`src/rtl/xbus_pkg.sv`:
```
package xbus_pkg;

  typedef enum logic [1:0] {
    ST_IDLE  = 2'd0,
    ST_ADDR  = 2'd1,
    ST_CMD   = 2'd2,
    ST_RECOV = 2'd3
  } bus_state_t;

  // Strobe index: bit1 = I/O space, bit0 = write.
  // 0 mem read, 1 mem write, 2 io read, 3 io write.
  function automatic logic [1:0] kind_of(input logic io, input logic write);
    return {io, write};
  endfunction

  // True once enough command clocks have passed for ready to count.
  function automatic logic sample_window(input int unsigned cmd_cnt,
                                         input int unsigned min_cmd);
    return (cmd_cnt + 1) >= min_cmd;
  endfunction

  // Command length for a given number of low ready samples.
  function automatic int unsigned cmd_clocks(input int unsigned lows,
                                             input int unsigned min_cmd,
                                             input int unsigned max_wait);
    return min_cmd + ((lows > max_wait) ? max_wait : lows);
  endfunction

endpackage

```
`src/rtl/xbus_seq.sv`:
```
module xbus_seq
  import xbus_pkg::*;
(
  input  logic       clk,
  input  logic       rst,
  input  logic       start,
  input  logic       finish,
  output bus_state_t state,
  output logic       ale,
  output logic       cmd_active,
  output logic       done
);

  bus_state_t state_q, state_d;

  always_comb begin
    state_d = state_q;
    case (state_q)
      ST_IDLE:  if (start)  state_d = ST_ADDR;
      ST_ADDR:              state_d = ST_CMD;
      ST_CMD:   if (finish) state_d = ST_RECOV;
      ST_RECOV:             state_d = ST_IDLE;
      default:              state_d = ST_IDLE;
    endcase
  end

  always_ff @(posedge clk) begin
    if (rst) state_q <= ST_IDLE;
    else     state_q <= state_d;
  end

  assign state      = state_q;
  assign ale        = (state_q == ST_ADDR);
  assign cmd_active = (state_q == ST_CMD);
  assign done       = (state_q == ST_RECOV);


  ale_one_clock_chk: assert property (@(posedge clk) disable iff (rst)
    ale |=> !ale);


  done_single_chk: assert property (@(posedge clk) disable iff (rst)
    done |=> !done);


  recov_to_idle_chk: assert property (@(posedge clk) disable iff (rst)
    done |=> (state == ST_IDLE));

endmodule

```
`src/rtl/xbus_wait_timer.sv`:
```
module xbus_wait_timer
  import xbus_pkg::*;
#(
  parameter int unsigned MIN_CMD  = 2,
  parameter int unsigned MAX_WAIT = 10
) (
  input  logic clk,
  input  logic rst,
  input  logic cmd_active,
  input  logic chrdy,
  output logic finish,
  output logic tmo_evt,
  output logic timeout_flag
);

  localparam int unsigned CMD_W  = $clog2(MIN_CMD + 1);
  localparam int unsigned WAIT_W = $clog2(MAX_WAIT + 1);

  logic [CMD_W-1:0]  cmd_cnt_q;
  logic [WAIT_W-1:0] wait_cnt_q;
  logic              tmo_q;
  logic              in_window;
  logic              wait_full;
  logic              low_sample;

  assign in_window  = cmd_active && sample_window(int'(cmd_cnt_q), MIN_CMD);
  assign wait_full  = (wait_cnt_q == WAIT_W'(MAX_WAIT));
  assign low_sample = in_window && !chrdy;
  assign tmo_evt    = low_sample && wait_full;
  assign finish     = in_window && (chrdy || wait_full);

  always_ff @(posedge clk) begin
    if (rst) begin
      cmd_cnt_q  <= '0;
      wait_cnt_q <= '0;
    end else if (!cmd_active || finish) begin
      cmd_cnt_q  <= '0;
      wait_cnt_q <= '0;
    end else begin
      if (!in_window) cmd_cnt_q <= cmd_cnt_q + CMD_W'(1);
      if (low_sample) wait_cnt_q <= wait_cnt_q + WAIT_W'(1);
    end
  end

  always_ff @(posedge clk) begin
    if (rst)          tmo_q <= 1'b0;
    else if (tmo_evt) tmo_q <= 1'b1;
  end

  assign timeout_flag = tmo_q;


  timeout_sticky_chk: assert property (@(posedge clk) disable iff (rst)
    timeout_flag |=> timeout_flag);


  wait_bound_chk: assert property (@(posedge clk) disable iff (rst)
    wait_cnt_q <= WAIT_W'(MAX_WAIT));


  finish_cause_chk: assert property (@(posedge clk) disable iff (rst)
    finish |-> (chrdy || tmo_evt));


  no_early_finish_chk: assert property (@(posedge clk) disable iff (rst)
    (cmd_active && $rose(cmd_active)) |-> !finish || (MIN_CMD <= 1));

endmodule

```
`src/rtl/xbus_strobe_dec.sv`:
```
module xbus_strobe_dec (
  input  logic [1:0] kind,
  input  logic       active,
  output logic       memr_n,
  output logic       memw_n,
  output logic       ior_n,
  output logic       iow_n
);

  localparam int unsigned NKIND = 4;

  logic [NKIND-1:0] low_vec;

  for (genvar k = 0; k < NKIND; k++) begin : g_strobe
    assign low_vec[k] = active && (kind == 2'(k));
  end

  assign memr_n = !low_vec[0];
  assign memw_n = !low_vec[1];
  assign ior_n  = !low_vec[2];
  assign iow_n  = !low_vec[3];


  one_strobe_chk: assert final ($countones(low_vec) <= 1);

endmodule

```
`src/rtl/xbus_cycle_ctrl.sv`:
```
module xbus_cycle_ctrl
  import xbus_pkg::*;
#(
  parameter int unsigned ADDR_W   = 20,
  parameter int unsigned DATA_W   = 8,
  parameter int unsigned MIN_CMD  = 2,
  parameter int unsigned MAX_WAIT = 10
) (
  input  logic              clk,
  input  logic              rst,
  input  logic              req_valid,
  input  logic [ADDR_W-1:0] req_addr,
  input  logic [DATA_W-1:0] req_wdata,
  input  logic              req_write,
  input  logic              req_io,
  output logic              req_ready,
  output logic              rsp_done,
  output logic [DATA_W-1:0] rsp_rdata,
  output logic              timeout_err,
  input  logic              dma_grant,
  output logic [ADDR_W-1:0] bus_addr,
  output logic [DATA_W-1:0] bus_dout,
  output logic              bus_dout_en,
  input  logic [DATA_W-1:0] bus_din,
  output logic              bus_ale,
  output logic              bus_memr_n,
  output logic              bus_memw_n,
  output logic              bus_ior_n,
  output logic              bus_iow_n,
  output logic              bus_aen,
  input  logic              bus_chrdy
);

  bus_state_t        state;
  logic              start;
  logic              finish;
  logic              tmo_evt;
  logic              cmd_active;
  logic              ale;
  logic              done;
  logic              idle;
  logic              aen_q;
  logic [ADDR_W-1:0] addr_q;
  logic [DATA_W-1:0] wdata_q;
  logic [DATA_W-1:0] rdata_q;
  logic [1:0]        kind_q;
  logic              strobe_any_n;

  assign idle      = (state == ST_IDLE);
  assign req_ready = idle && !aen_q && !dma_grant;
  assign start     = req_valid && req_ready;

  always_ff @(posedge clk) begin
    if (rst) begin
      addr_q  <= '0;
      wdata_q <= '0;
      kind_q  <= '0;
    end else if (start) begin
      addr_q  <= req_addr;
      wdata_q <= req_wdata;
      kind_q  <= kind_of(req_io, req_write);
    end
  end

  always_ff @(posedge clk) begin
    if (rst)                      rdata_q <= '0;
    else if (finish && !kind_q[0]) rdata_q <= bus_din;
  end

  always_ff @(posedge clk) begin
    if (rst) aen_q <= 1'b0;
    else     aen_q <= dma_grant && idle;
  end

  xbus_seq u_seq (
    .clk        (clk),
    .rst        (rst),
    .start      (start),
    .finish     (finish),
    .state      (state),
    .ale        (ale),
    .cmd_active (cmd_active),
    .done       (done)
  );

  xbus_wait_timer #(
    .MIN_CMD  (MIN_CMD),
    .MAX_WAIT (MAX_WAIT)
  ) u_timer (
    .clk          (clk),
    .rst          (rst),
    .cmd_active   (cmd_active),
    .chrdy        (bus_chrdy),
    .finish       (finish),
    .tmo_evt      (tmo_evt),
    .timeout_flag (timeout_err)
  );

  xbus_strobe_dec u_dec (
    .kind   (kind_q),
    .active (cmd_active),
    .memr_n (bus_memr_n),
    .memw_n (bus_memw_n),
    .ior_n  (bus_ior_n),
    .iow_n  (bus_iow_n)
  );

  assign bus_addr    = addr_q;
  assign bus_dout    = wdata_q;
  assign bus_dout_en = kind_q[0] && (ale || cmd_active);
  assign bus_ale     = ale;
  assign bus_aen     = aen_q;
  assign rsp_done    = done;
  assign rsp_rdata   = rdata_q;

  assign strobe_any_n = bus_memr_n && bus_memw_n && bus_ior_n && bus_iow_n;


  aen_quiet_chk: assert property (@(posedge clk) disable iff (rst)
    bus_aen |-> (!bus_ale && strobe_any_n && !req_ready));


  no_strobe_in_ale_chk: assert property (@(posedge clk) disable iff (rst)
    bus_ale |-> strobe_any_n);


  addr_stable_chk: assert property (@(posedge clk) disable iff (rst)
    (!strobe_any_n && !$rose(!strobe_any_n)) |-> $stable(bus_addr));


  busy_not_ready_chk: assert property (@(posedge clk) disable iff (rst)
    (bus_ale || !strobe_any_n || rsp_done) |-> !req_ready);


  done_after_cmd_chk: assert property (@(posedge clk) disable iff (rst)
    $rose(rsp_done) |-> $past(!strobe_any_n));

endmodule

```
`config.mk`:
```
export PLATFORM = sky130hd
export DESIGN_NAME = xbus_cycle_ctrl
export DESIGN_NICKNAME = d
export VERILOG_FILES = /design/src/rtl/xbus_pkg.sv /design/src/rtl/xbus_seq.sv /design/src/rtl/xbus_wait_timer.sv /design/src/rtl/xbus_strobe_dec.sv /design/src/rtl/xbus_cycle_ctrl.sv
export SDC_FILE = /design/constraint.sdc
export NUM_CORES = 1
export LEC_CHECK = 0
export BUFFER_PORTS_ARGS = -buffer_cell sky130_fd_sc_hd__buf_4
export CAP_MARGIN = 25
export CORE_ASPECT_RATIO = 1.5
export CORE_MARGIN = 10
export CORE_UTILIZATION = 30
export CTS_CLUSTER_DIAMETER = 40
export DETAILED_ROUTE_END_ITERATION = 8
export PLACE_DENSITY = 0.69
export SLEW_MARGIN = 20
export SYNTH_ARGS = -nofsm -noshare
export SYNTH_HDL_FRONTEND = slang
export SYNTH_SLANG_ARGS = --single-unit
```
`constraint.sdc`:
```
create_clock -name clk -period 1.6 [get_ports clk]
set_input_delay 0.08 -clock clk [delete_from_list [all_inputs] [get_ports clk]]
set_output_delay 0.08 -clock clk [all_outputs]
set_load 0.02 [all_outputs]
```
==> out/qor.yml, run 1 <==
run_status:
  outcome: "finished, final reports clean"
logic_synthesis:
  synth-edff-count: 0
  yosys_warnings: 0
  synth_top_family_by_area: "simple AND/OR/NAND/NOR gates"
  synth_area_leaders: "dfxtp_1 50%, nand2_1 16%, a21oi_1 8.3%"
  async_reset_ff_frac: 0
  synthSimpleGateAreaFrac: 0.242
  synthFlopType: "dfxtp_1"
  synth-seq-cells: 48
  synthAdderAreaFrac: 0.0456
  synth_largest_area_cell: "dfxtp_1"
  syn_area_um2: 1920
  synth_compound_area_frac: 0.113
  synth_top_cell_area_share: 0.500
  synthDistinctLibCells: 28
  synth_nets: 278
  muxShareOfSynthArea: 0.0521
  avgSynthCellArea_um2: 8.43
  syn_inst: 228
  seq_area_frac_synth: 0.500
  synth_xor_area_frac: 0.00911
global_routing:
  antenna_found_initial: 0
  grt_pass1_wl_mm: 9.50
  globalRouteOverflowTotal: 0
  grt_max_degree: 32
  grt_use_total: 0.111
  first_global_vias: 1882
cts:
  clkLatencyLatePin_ns: 0.29
  numCtsBuffers: 5
  hold_buffers: 0
  path_clk_slew_ns: 0.09
  cts_num_sinks: 48
  cts_max_path_buffers: 2
  cts_max_level: 2
  cts_tree: "yes"
  cts_root_buf: "clkbuf_8"
final_layout:
  final_area_um2: 2930
  fill_cells: 620
  final_util: 0.475
  final_nets: 373
  drive_gt1_frac: 0.392
  finalNonFillerCells: 398
  layout_common_cells: "96 x buf_4, 80 x nand2_1, 45 x dfxtp_1, 31 x a21oi_1, 10 x mux2i_1"
  synthToLayoutAreaGrowth_pct: 52.5
  n_antenna_cell: 0
  final_common_cell: "buf_4"
placement:
  dp_hpwl_mm: 4.35
  gp_congestion: 0.767
  port_buffers: 88
  dp_cells: 386
  place_ws_ns: -0.144
  placed_area_um2: 2710
sta:
  period_minus_slack_ns: 1.53
  setup_ws_ns: 0.0708
  hold_viol_final: 0
  worst_slew_margin_rel: 0.764
  finClkSkew_ns: 0.00646
  worstMarginPinSlew_ns: 0.354
  finalCritPeriodShare: 0.956
  finalMaxSlewViolations: 0
  rsz0062_at_grt: "yes"
  fmax_mhz: 654
  holdWs_ns: 0.0216
  finalSetupViolCount: 0
  setup_tns_ns: 0
route:
  ant_nets: 0
  first_pass_iters: 4
  drcViolationCount: 0
  via_per_inst: 4.67
  wire_per_inst_um: 15.1
  wl_mm: 6.00
  drt_iter0_markers: 84
  num_vias: 1859
worst_setup_path:
  cp_slowest_cell: "or3b_4"
  cp_top_family: "simple AND/OR/NAND/NOR gates"
  cp_max_fo: 6
  crit_arrival_ns: 1.77
  path_class: "flop to flop"
  max_stage_delay_ns: 0.40
  cp.required_ns: 1.84
  worst-path-buf-inv: 1
  end_kind: "flop"
  worst_setup_path_start_kind: "flop"
  cp_cell_sequence: "inv_1 -> ha_2 -> or3b_4 -> or3_4 -> a21oi_2"
pwr:
  p_comb_frac: 0.318
  ir_drop_mv: 0.645
  p_leak_nw: 1.22
  power.share.switching: 0.315
  pwr-share-seq: 0.419
  p_int_mw: 2.25
  clockPowerShare: 0.263
  switchingPower_mw: 1.04
  p_per_area_nw_per_um2: 1120
  p_total_mw: 3.29
floorplan:
  rows: 35
  ios: 89
  die-area_um2: 10100
  dieWidth_um: 85.4
  initial_core_util: 0.311
  die_h_um: 118
  core_um2: 6170
flow_run:
  cap_violations: 0
hold_path:
  hp-class: "primary input to flop"
power by group through the flow:
stage	Combinational [mW]	Clock, mW	Sequential (mW)
floorplan	0.441	0	1.49
global placement	0.941	0	1.39
detailed placement	0.959	0	1.40
CTS	1.01	0.898	1.37
global route	1.16	0.949	1.40
finish	1.05	0.865	1.38
tightest hold or removal path, stage by stage:
cell     delay [ns]
buf_4          0.11
nand2_1        0.04
a21oi_1        0.05
path summary, 6_finish.rpt:
| path | cells past startpoint | start | slack, ns | end |
|---|---|---|---|---|
| max | 5 | u_timer.cmd_cnt_q[0]$_SDFFE_PP0P_ | 0.07 | u_timer.wait_cnt_q[3]$_SDFFE_PP0P_ |
| min | 3 | req_addr[6] | 0.02 | bus_addr[6]$_SDFFE_PP0P_ |
| max reg2reg | 5 | u_timer.cmd_cnt_q[0]$_SDFFE_PP0P_ | 0.07 | u_timer.wait_cnt_q[3]$_SDFFE_PP0P_ |
| min reg2reg | 2 | bus_addr[11]$_SDFFE_PP0P_ | 0.46 | bus_addr[11]$_SDFFE_PP0P_ |
what timing repair did:
item,4_1_cts,5_1_grt
gates resized for setup,8,10
cloned,0,1
setup buffers,1,2
pin swaps,0,5
endpoints found under the setup margin,35,48
per-layer routing:
layer / vias up / GRT usage / wire length (µm)
li1: 940 / - / -
met1: 862 / 0.119 / 2340
met2: 52 / 0.186 / 3080
met3: 5 / 0.0492 / 512
met4: 0 / 0.0403 / 76
met5: - / 0 / 0
cell usage after synthesis, drive strengths merged (2+ instances only):
library cell and n:
dfxtp 48, a21oi 33, nand3b 2, nand2b 3, nand4bb 2, ha 7, nor3b 2, nand3 2
and4bb 2, nand2 80, inv 7, xnor2 2, clkbuf 11, mux2i 10, nor2 5
final cells by class:
cell class	instances	area, µm²	share of cell area
sequential	48	965	0.329
multi-input combinational	162	965	0.329
timing repair buffer	99	772	0.263
tap	74	92.6	0.0316
clock buffer	5	68.8	0.0235
clock inverter	3	42.5	0.0145
inverter	7	26.3	0.00896
registers in the layout, indices dropped and copies added (netlist names):
| signal | flops |
|---|---|
| u_timer.wait_cnt_q | 4 |
| rsp_rdata | 8 |
| u_timer.cmd_cnt_q | 2 |
| u_timer.timeout_flag | 1 |
| bus_aen | 1 |
| bus_addr | 20 |
| kind_q | 2 |
| bus_dout | 8 |
| u_seq.state | 2 |
cells by family after synthesis:
logic type	Yosys count
simple gates	104
flops	48
compound gates	38
buf+inv	19
mux	10
fa+ha+maj	7
xor+xnor	2
Note: power is estimated with default switching activity, not from simulation.
==> inputs of run 2 (changes only) <==
Settings changed: CORE_ASPECT_RATIO 1.5 to 0.75, CORE_UTILIZATION 30 to 41, PLACE_DENSITY 0.69 to 0.85.
==> run 2 against run 1 <==
Net effect: clock skew shrank 0.0010 ns; clock power down 16%; register-to-register slack got worse by 0.03 ns; critical path depth stayed put; count of clock-buffer cells in the layout up 3; core utilization is 17 points higher; sequential share of layout area is 0.47 points higher; highest routed layer unchanged; critical endpoint unchanged; routed wire length is 6.8% lower; first-iteration DRC count decreased by 61%; die area fell by 22%.
==> out/qor.yml, run 2 (synthesis results as in run 1) <==
final_layout:
  final_common_cell: "buf_4"
  final_nets: 373
  multi_input_area_um2: 961
  n_antenna_cell: 0
  drive_gt1_frac: 0.386
  layout_common_cells: "94 x buf_4, 80 x nand2_1, 45 x dfxtp_1, 30 x a21oi_1, 10 x mux2i_1"
  largest_reg_flops: 20
  fill_cells: 398
  synthToLayoutAreaGrowth_pct: 50.8
  final_util: 0.645
  regArea_um2: 967
route:
  wire_per_inst_um: 14.7
  via_per_inst: 4.84
  first_pass_iters: 4
  drt_iter0_markers: 33
  wl_mm: 5.59
  num_vias: 1843
  ant_nets: 0
  drcViolationCount: 0
sta:
  hold_viol_final: 0
  setup_tns_ns: 0
  finalCritPeriodShare: 0.976
  period_minus_slack_ns: 1.56
  rsz0062_at_grt: "yes"
  setup_ws_ns: 0.0390
  worstMarginPinSlew_ns: 0.384
  finalMaxSlewViolations: 0
  finalSetupViolCount: 0
  finClkSkew_ns: 0.00542
  fmax_mhz: 641
  worst_slew_margin_rel: 0.744
cts:
  cts_max_level: 2
  cts_max_path_buffers: 2
  cts_tree: "yes"
  cts_root_buf: "clkbuf_8"
  clkLatencyLatePin_ns: 0.29
  cts_num_sinks: 48
  numCtsBuffers: 5
  path_clk_slew_ns: 0.08
  hold_buffers: 0
placement:
  port_buffers: 88
  gp_congestion: 0.835
  place_ws_ns: -0.0284
  dp_hpwl_mm: 4.09
floorplan:
  dieWidth_um: 99.1
  core_um2: 4490
  rows: 21
  initial_core_util: 0.428
  ios: 89
  die-area_um2: 7850
  die_h_um: 79.3
worst_setup_path:
  worst_setup_path_start_kind: "flop"
  r2r-start: "u_timer.cmd_cnt_q[0]$_SDFFE_PP0P_"
  rr_worst_depth: 5
  worst-path-buf-inv: 1
  max_stage_delay_ns: 0.41
  crit_arrival_ns: 1.78
  cp_max_fo: 6
  worstReg2RegEnd: "u_timer.wait_cnt_q[3]$_SDFFE_PP0P_"
  cp_cell_sequence: "inv_1 -> ha_2 -> or3b_4 -> or3_1 -> a21oi_1"
  cp_top_family: "simple AND/OR/NAND/NOR gates"
  cp.required_ns: 1.82
  path_class: "flop to flop"
  cp_slowest_cell: "or3b_4"
  end_kind: "flop"
  rrSetupSlack_ns: 0.04
global_routing:
  first_global_vias: 1839
  grt_pass1_wl_mm: 8.76
  grt_max_degree: 32
  grt_use_total: 0.133
  antenna_found_initial: 0
  globalRouteOverflowTotal: 0
hold_path:
  holdPathEnd: "kind_q[0]$_SDFFE_PP0P_"
  min_from: "req_write"
  min_path_cells: 3
  hp-class: "primary input to flop"
pwr:
  p_per_area_nw_per_um2: 1110
  p_leak_nw: 1.22
  ir_drop_mv: 0.585
flow_run:
  cap_violations: 0
run_status:
  outcome: "finished, final reports clean"
[run 2: worst max-delay path by stage]
stage	start	end	slack, ns	cells past startpoint
floorplan	u_timer.cmd_cnt_q[0]$_SDFFE_PP0P_	u_timer.wait_cnt_q[3]$_SDFFE_PP0P_	0.09	5
global placement	u_timer.cmd_cnt_q[0]$_SDFFE_PP0P_	u_seq.state[0]$_SDFFE_PP0P_	0.03	5
detailed placement	u_seq.state[0]$_SDFFE_PP0P_	bus_addr[9]$_SDFFE_PP0P_	-0.03	5
CTS	u_seq.state[0]$_SDFFE_PP0P_	bus_memr_n	0.002	6
global route	u_seq.state[1]$_SDFFE_PP0P_	kind_q[1]$_SDFFE_PP0P_	-0.04	5
finish	u_timer.cmd_cnt_q[0]$_SDFFE_PP0P_	u_timer.wait_cnt_q[3]$_SDFFE_PP0P_	0.04	5
[run 2: worst min-delay path, delay by kind of cell]
| kind | cells | cell delay, ns |
|---|---|---|
| buf+inv | 1 | 0.11 |
| simple gates | 1 | 0.05 |
| compound gates | 1 | 0.05 |
[run 2: report_power, final]
part	switching [mW]	internal, mW	total, mW	leakage [nW]
Clock	0.377	0.353	0.730	0.0455
Sequential	0.0839	1.31	1.40	0.391
Combinational	0.572	0.508	1.08	0.779
Total	1.03	2.18	3.21	1.22
[run 2: area by class of cell]
class,instances,share of cell area
clock buffers,8,0.0311
inverters,7,0.00993
multi-input cells,161,0.332
flip-flops and latches,48,0.334
well taps,57,0.0246
repair buffers,100,0.269
[run 2: metrics by stage]
step                      total power [mW]  cells  hold slack (ns)  cell area, µm²
after global placement                2.32    369            0.327            2680
after floorplan                       1.93    228            0.149            1920
after detailed placement              2.34    369            0.336            2680
after CTS                             3.13    377           0.0232            2820
after global routing                  3.42    381           0.0139            2900
final                                 3.21    381           0.0297            2900
[run 2: what timing repair did]
item                       CTS  global route
setup buffers                0             3
setup endpoints to repair   39            34
gates resized for setup     11            14
pin swaps                    0             2
cloned                       0             1
[run 2: routing by layer]
| metal | share of wire | up-vias | track usage | routed length (µm) |
|---|---|---|---|---|
| met5 | 0 | - | 0 | 0 |
| met4 | 0.0063 | 0 | 0.0357 | 35 |
| met3 | 0.10 | 4 | 0.0718 | 566 |
| met2 | 0.47 | 62 | 0.214 | 2620 |
| met1 | 0.42 | 841 | 0.152 | 2370 |
| li1 | - | 936 | - | - |
==> inputs of run 3 (changes only) <==
Settings changed: ABC_AREA set to 1, CORE_UTILIZATION 41 to 42, PLACE_DENSITY 0.85 to 0.86, RECOVER_POWER set to 50, TNS_END_PERCENT set to 100.
==> run 3 against run 2 <==
Net effect: sequential share of layout area up 2.1 points; final cell count up 2.9%; register-to-register slack better by 0.07 ns; core utilization down 4.8 points; fmax up 4.8%; critical path type unchanged; critical endpoint is now bus_addr[1]$_SDFFE_PP0P_; largest cell class unchanged.
==> out/qor.yml, run 3 <==
run_status:
  outcome: "finished, final reports clean"
final_layout:
  layout_common_cells: "53 x buf_4, 47 x dfxtp_1, 45 x a21oi_1, 40 x clkbuf_1, 34 x nor2_1"
  largest_reg_flops: 20
  final_common_cell: "buf_4"
  synthToLayoutAreaGrowth_pct: 34.9
  finalNonFillerCells: 392
  n_antenna_cell: 0
  final_nets: 384
  drive_gt1_frac: 0.236
  final_util: 0.597
route:
  via_per_inst: 4.95
  wire_per_inst_um: 15.0
  wl_mm: 5.88
  wl_met1_mm: 2.44
  met2_length_mm: 3.11
  num_vias: 1940
  drcViolationCount: 0
  highest_layer: "met4"
  ant_nets: 0
  met3_length_um: 285
  first_pass_iters: 5
  drt_iter0_markers: 102
global_routing:
  grt_use_total: 0.139
  first_global_vias: 1855
  antenna_found_initial: 0
  globalRouteOverflowTotal: 0
  grt_max_degree: 30
  grt_pass1_wl_mm: 9.19
pwr:
  pwr-share-seq: 0.421
  clockPowerShare: 0.206
  ir_drop_mv: 0.670
  power.share.switching: 0.377
  p_comb_frac: 0.372
  p_leak_nw: 1.10
  p_total_mw: 3.54
  switchingPower_mw: 1.34
  p_int_mw: 2.21
  p_per_area_nw_per_um2: 1310
floorplan:
  die_h_um: 79.9
  rows: 21
  initial_core_util: 0.442
  dieWidth_um: 99.9
  ios: 89
  die-area_um2: 7980
  core_um2: 4550
sta:
  rsz0062_at_grt: "yes"
  holdWs_ns: 0.00899
  setup_ws_ns: 0.111
  finClkSkew_ns: 0.00761
  finalCritPeriodShare: 0.931
  hold_viol_final: 0
  period_minus_slack_ns: 1.49
  finalMaxSlewViolations: 0
  finalSetupViolCount: 0
  fmax_mhz: 671
  worst_slew_margin_rel: 0.781
  worstMarginPinSlew_ns: 0.328
worst_setup_path:
  crit_start: "u_seq.state[1]$_SDFFE_PP0P_"
  rrSetupSlack_ns: 0.11
  cp_top_family: "buffers and inverters"
  cp_slowest_cell: "dfxtp_2"
  path_class: "flop to flop"
  cp_max_fo: 14
  worst_setup_path_start_kind: "flop"
  cp_cell_sequence: "inv_1 -> ha_2 -> inv_2 -> nor3_4 -> buf_4 -> bufbuf_16 -> a21oi_1 -> nor2_1"
  cp.required_ns: 1.84
  r2r-start: "u_seq.state[1]$_SDFFE_PP0P_"
  max_stage_delay_ns: 0.35
  crit_arrival_ns: 1.73
  end_kind: "flop"
  worst-path-buf-inv: 4
cts:
  cts_root_buf: "clkbuf_8"
  cts_max_path_buffers: 2
  cts_num_sinks: 48
  numCtsBuffers: 5
  path_clk_slew_ns: 0.09
  cts_max_level: 2
  hold_buffers: 0
  clkLatencyLatePin_ns: 0.30
  cts_tree: "yes"
logic_synthesis:
  syn_area_um2: 2010
  synth_largest_area_cell: "dfxtp_1"
  synthFlopType: "dfxtp_1"
  synthAdderAreaFrac: 0.0436
  synth-edff-count: 0
  synthSimpleGateAreaFrac: 0.198
  avgSynthCellArea_um2: 8.14
  muxShareOfSynthArea: 0
  synth_area_leaders: "dfxtp_1 48%, a21oi_1 11%, o21ai_0 7.2%"
  syn_inst: 247
  synth_xor_area_frac: 0.00871
  seq_area_frac_synth: 0.478
  synthDistinctLibCells: 27
  synth_top_cell_area_share: 0.478
  synth_compound_area_frac: 0.192
  synth_nets: 297
  synth-seq-cells: 48
  yosys_warnings: 0
  yosys-top-cells-count: "48 x dfxtp_1, 45 x a21oi_1, 34 x nor2_1, 29 x o21ai_0, 21 x nand2_1"
  synth_top_family_by_area: "simple AND/OR/NAND/NOR gates"
  async_reset_ff_frac: 0
  synth.most_common_cell: "dfxtp_1"
placement:
  dp_cells: 381
  dp_hpwl_mm: 4.29
  place_ws_ns: 0.0842
  gp_congestion: 0.754
  port_buffers: 88
hold_path:
  min_from: "req_wdata[4]"
  hp-class: "primary input to flop"
flow_run:
  cap_violations: 0
## run 3: cell types whose count changed after synthesis, moves of 4 or more
cell / before / now
a21oi_1: 32 / 45
nand3_1: 2 / 7
inv_1: 7 / 13
o21ai_0: 1 / 29
nand2_1: 80 / 21
nand4_1: 1 / 8
buf_2: 1 / 5
buf_6: 0 / 4
mux2i_1: 10 / 0
clkbuf_1: 11 / 4
nor2_1: 5 / 34
## run 3: logic make-up after synthesis
group	Yosys count
buffers and inverters	32
adders and majority gates	7
DFF	48
xor gates and xnor gates	2
and+or+nand+nor	81
AOI/OAI and AO/OA	77
## run 3: area by class of cell
class                           count  area [µm²]
Clock inverter                      3        23.8
Inverter                           16        62.6
Sequential cell                    48         962
Fill cell                         439        1830
Timing Repair Buffer               96         621
Clock buffer                        5        68.8
Tap cell                           57        71.3
Multi-Input combinational cell    167         903
## run 3: power by group through the flow
stage | sequential [mW] | combinational [mW] | clock (mW)
final | 1.49 | 1.32 | 0.732
after global routing | 1.52 | 1.45 | 0.802
after CTS | 1.49 | 1.44 | 0.743
after detailed placement | 1.52 | 1.34 | 0
after global placement | 1.51 | 1.31 | 0
after floorplan | 1.69 | 0.645 | 0
## run 3: final timing paths
kind                                    end  cells after the start
hold / removal     bus_dout[4]$_SDFFE_PP0P_                      3
setup / recovery   bus_addr[1]$_SDFFE_PP0P_                      8
setup reg to reg   bus_addr[1]$_SDFFE_PP0P_                      8
hold reg to reg   rsp_rdata[0]$_SDFFE_PP0P_                      2
## run 3: routing by layer
| layer | vias up | track usage |
|---|---|---|
| met1 | 902 | 0.155 |
| li1 | 999 | - |
| met5 | - | 0 |
| met4 | 0 | 0.0429 |
| met2 | 37 | 0.251 |
| met3 | 2 | 0.0398 |
## run 3: timing repair
action                     in CTS  in global routing
setup endpoints to repair       1                 36
gates cloned                    1                  0
resized for setup               0                  7
pin swaps                       1                  1
buffers inserted                2                  0
hold endpoints to repair        0                  0
## run 3: tightest hold or removal path: cells and delay by family
kind / cells / cell delay [ns]
AO/OA/AOI/OAI: 1 / 0.05
buffers and inverters: 1 / 0.08
AND/OR/NAND/NOR: 1 / 0.07
## run 3: through the flow
step | instance area (µm²) | TNS, ns
3_3_place_gp | 2710 | 0
4_1_cts | 2850 | 0
3_5_place_dp | 2710 | 0
6_report | 2710 | 0
2_1_floorplan | 2010 | 0
5_1_grt | 2710 | -0.0136
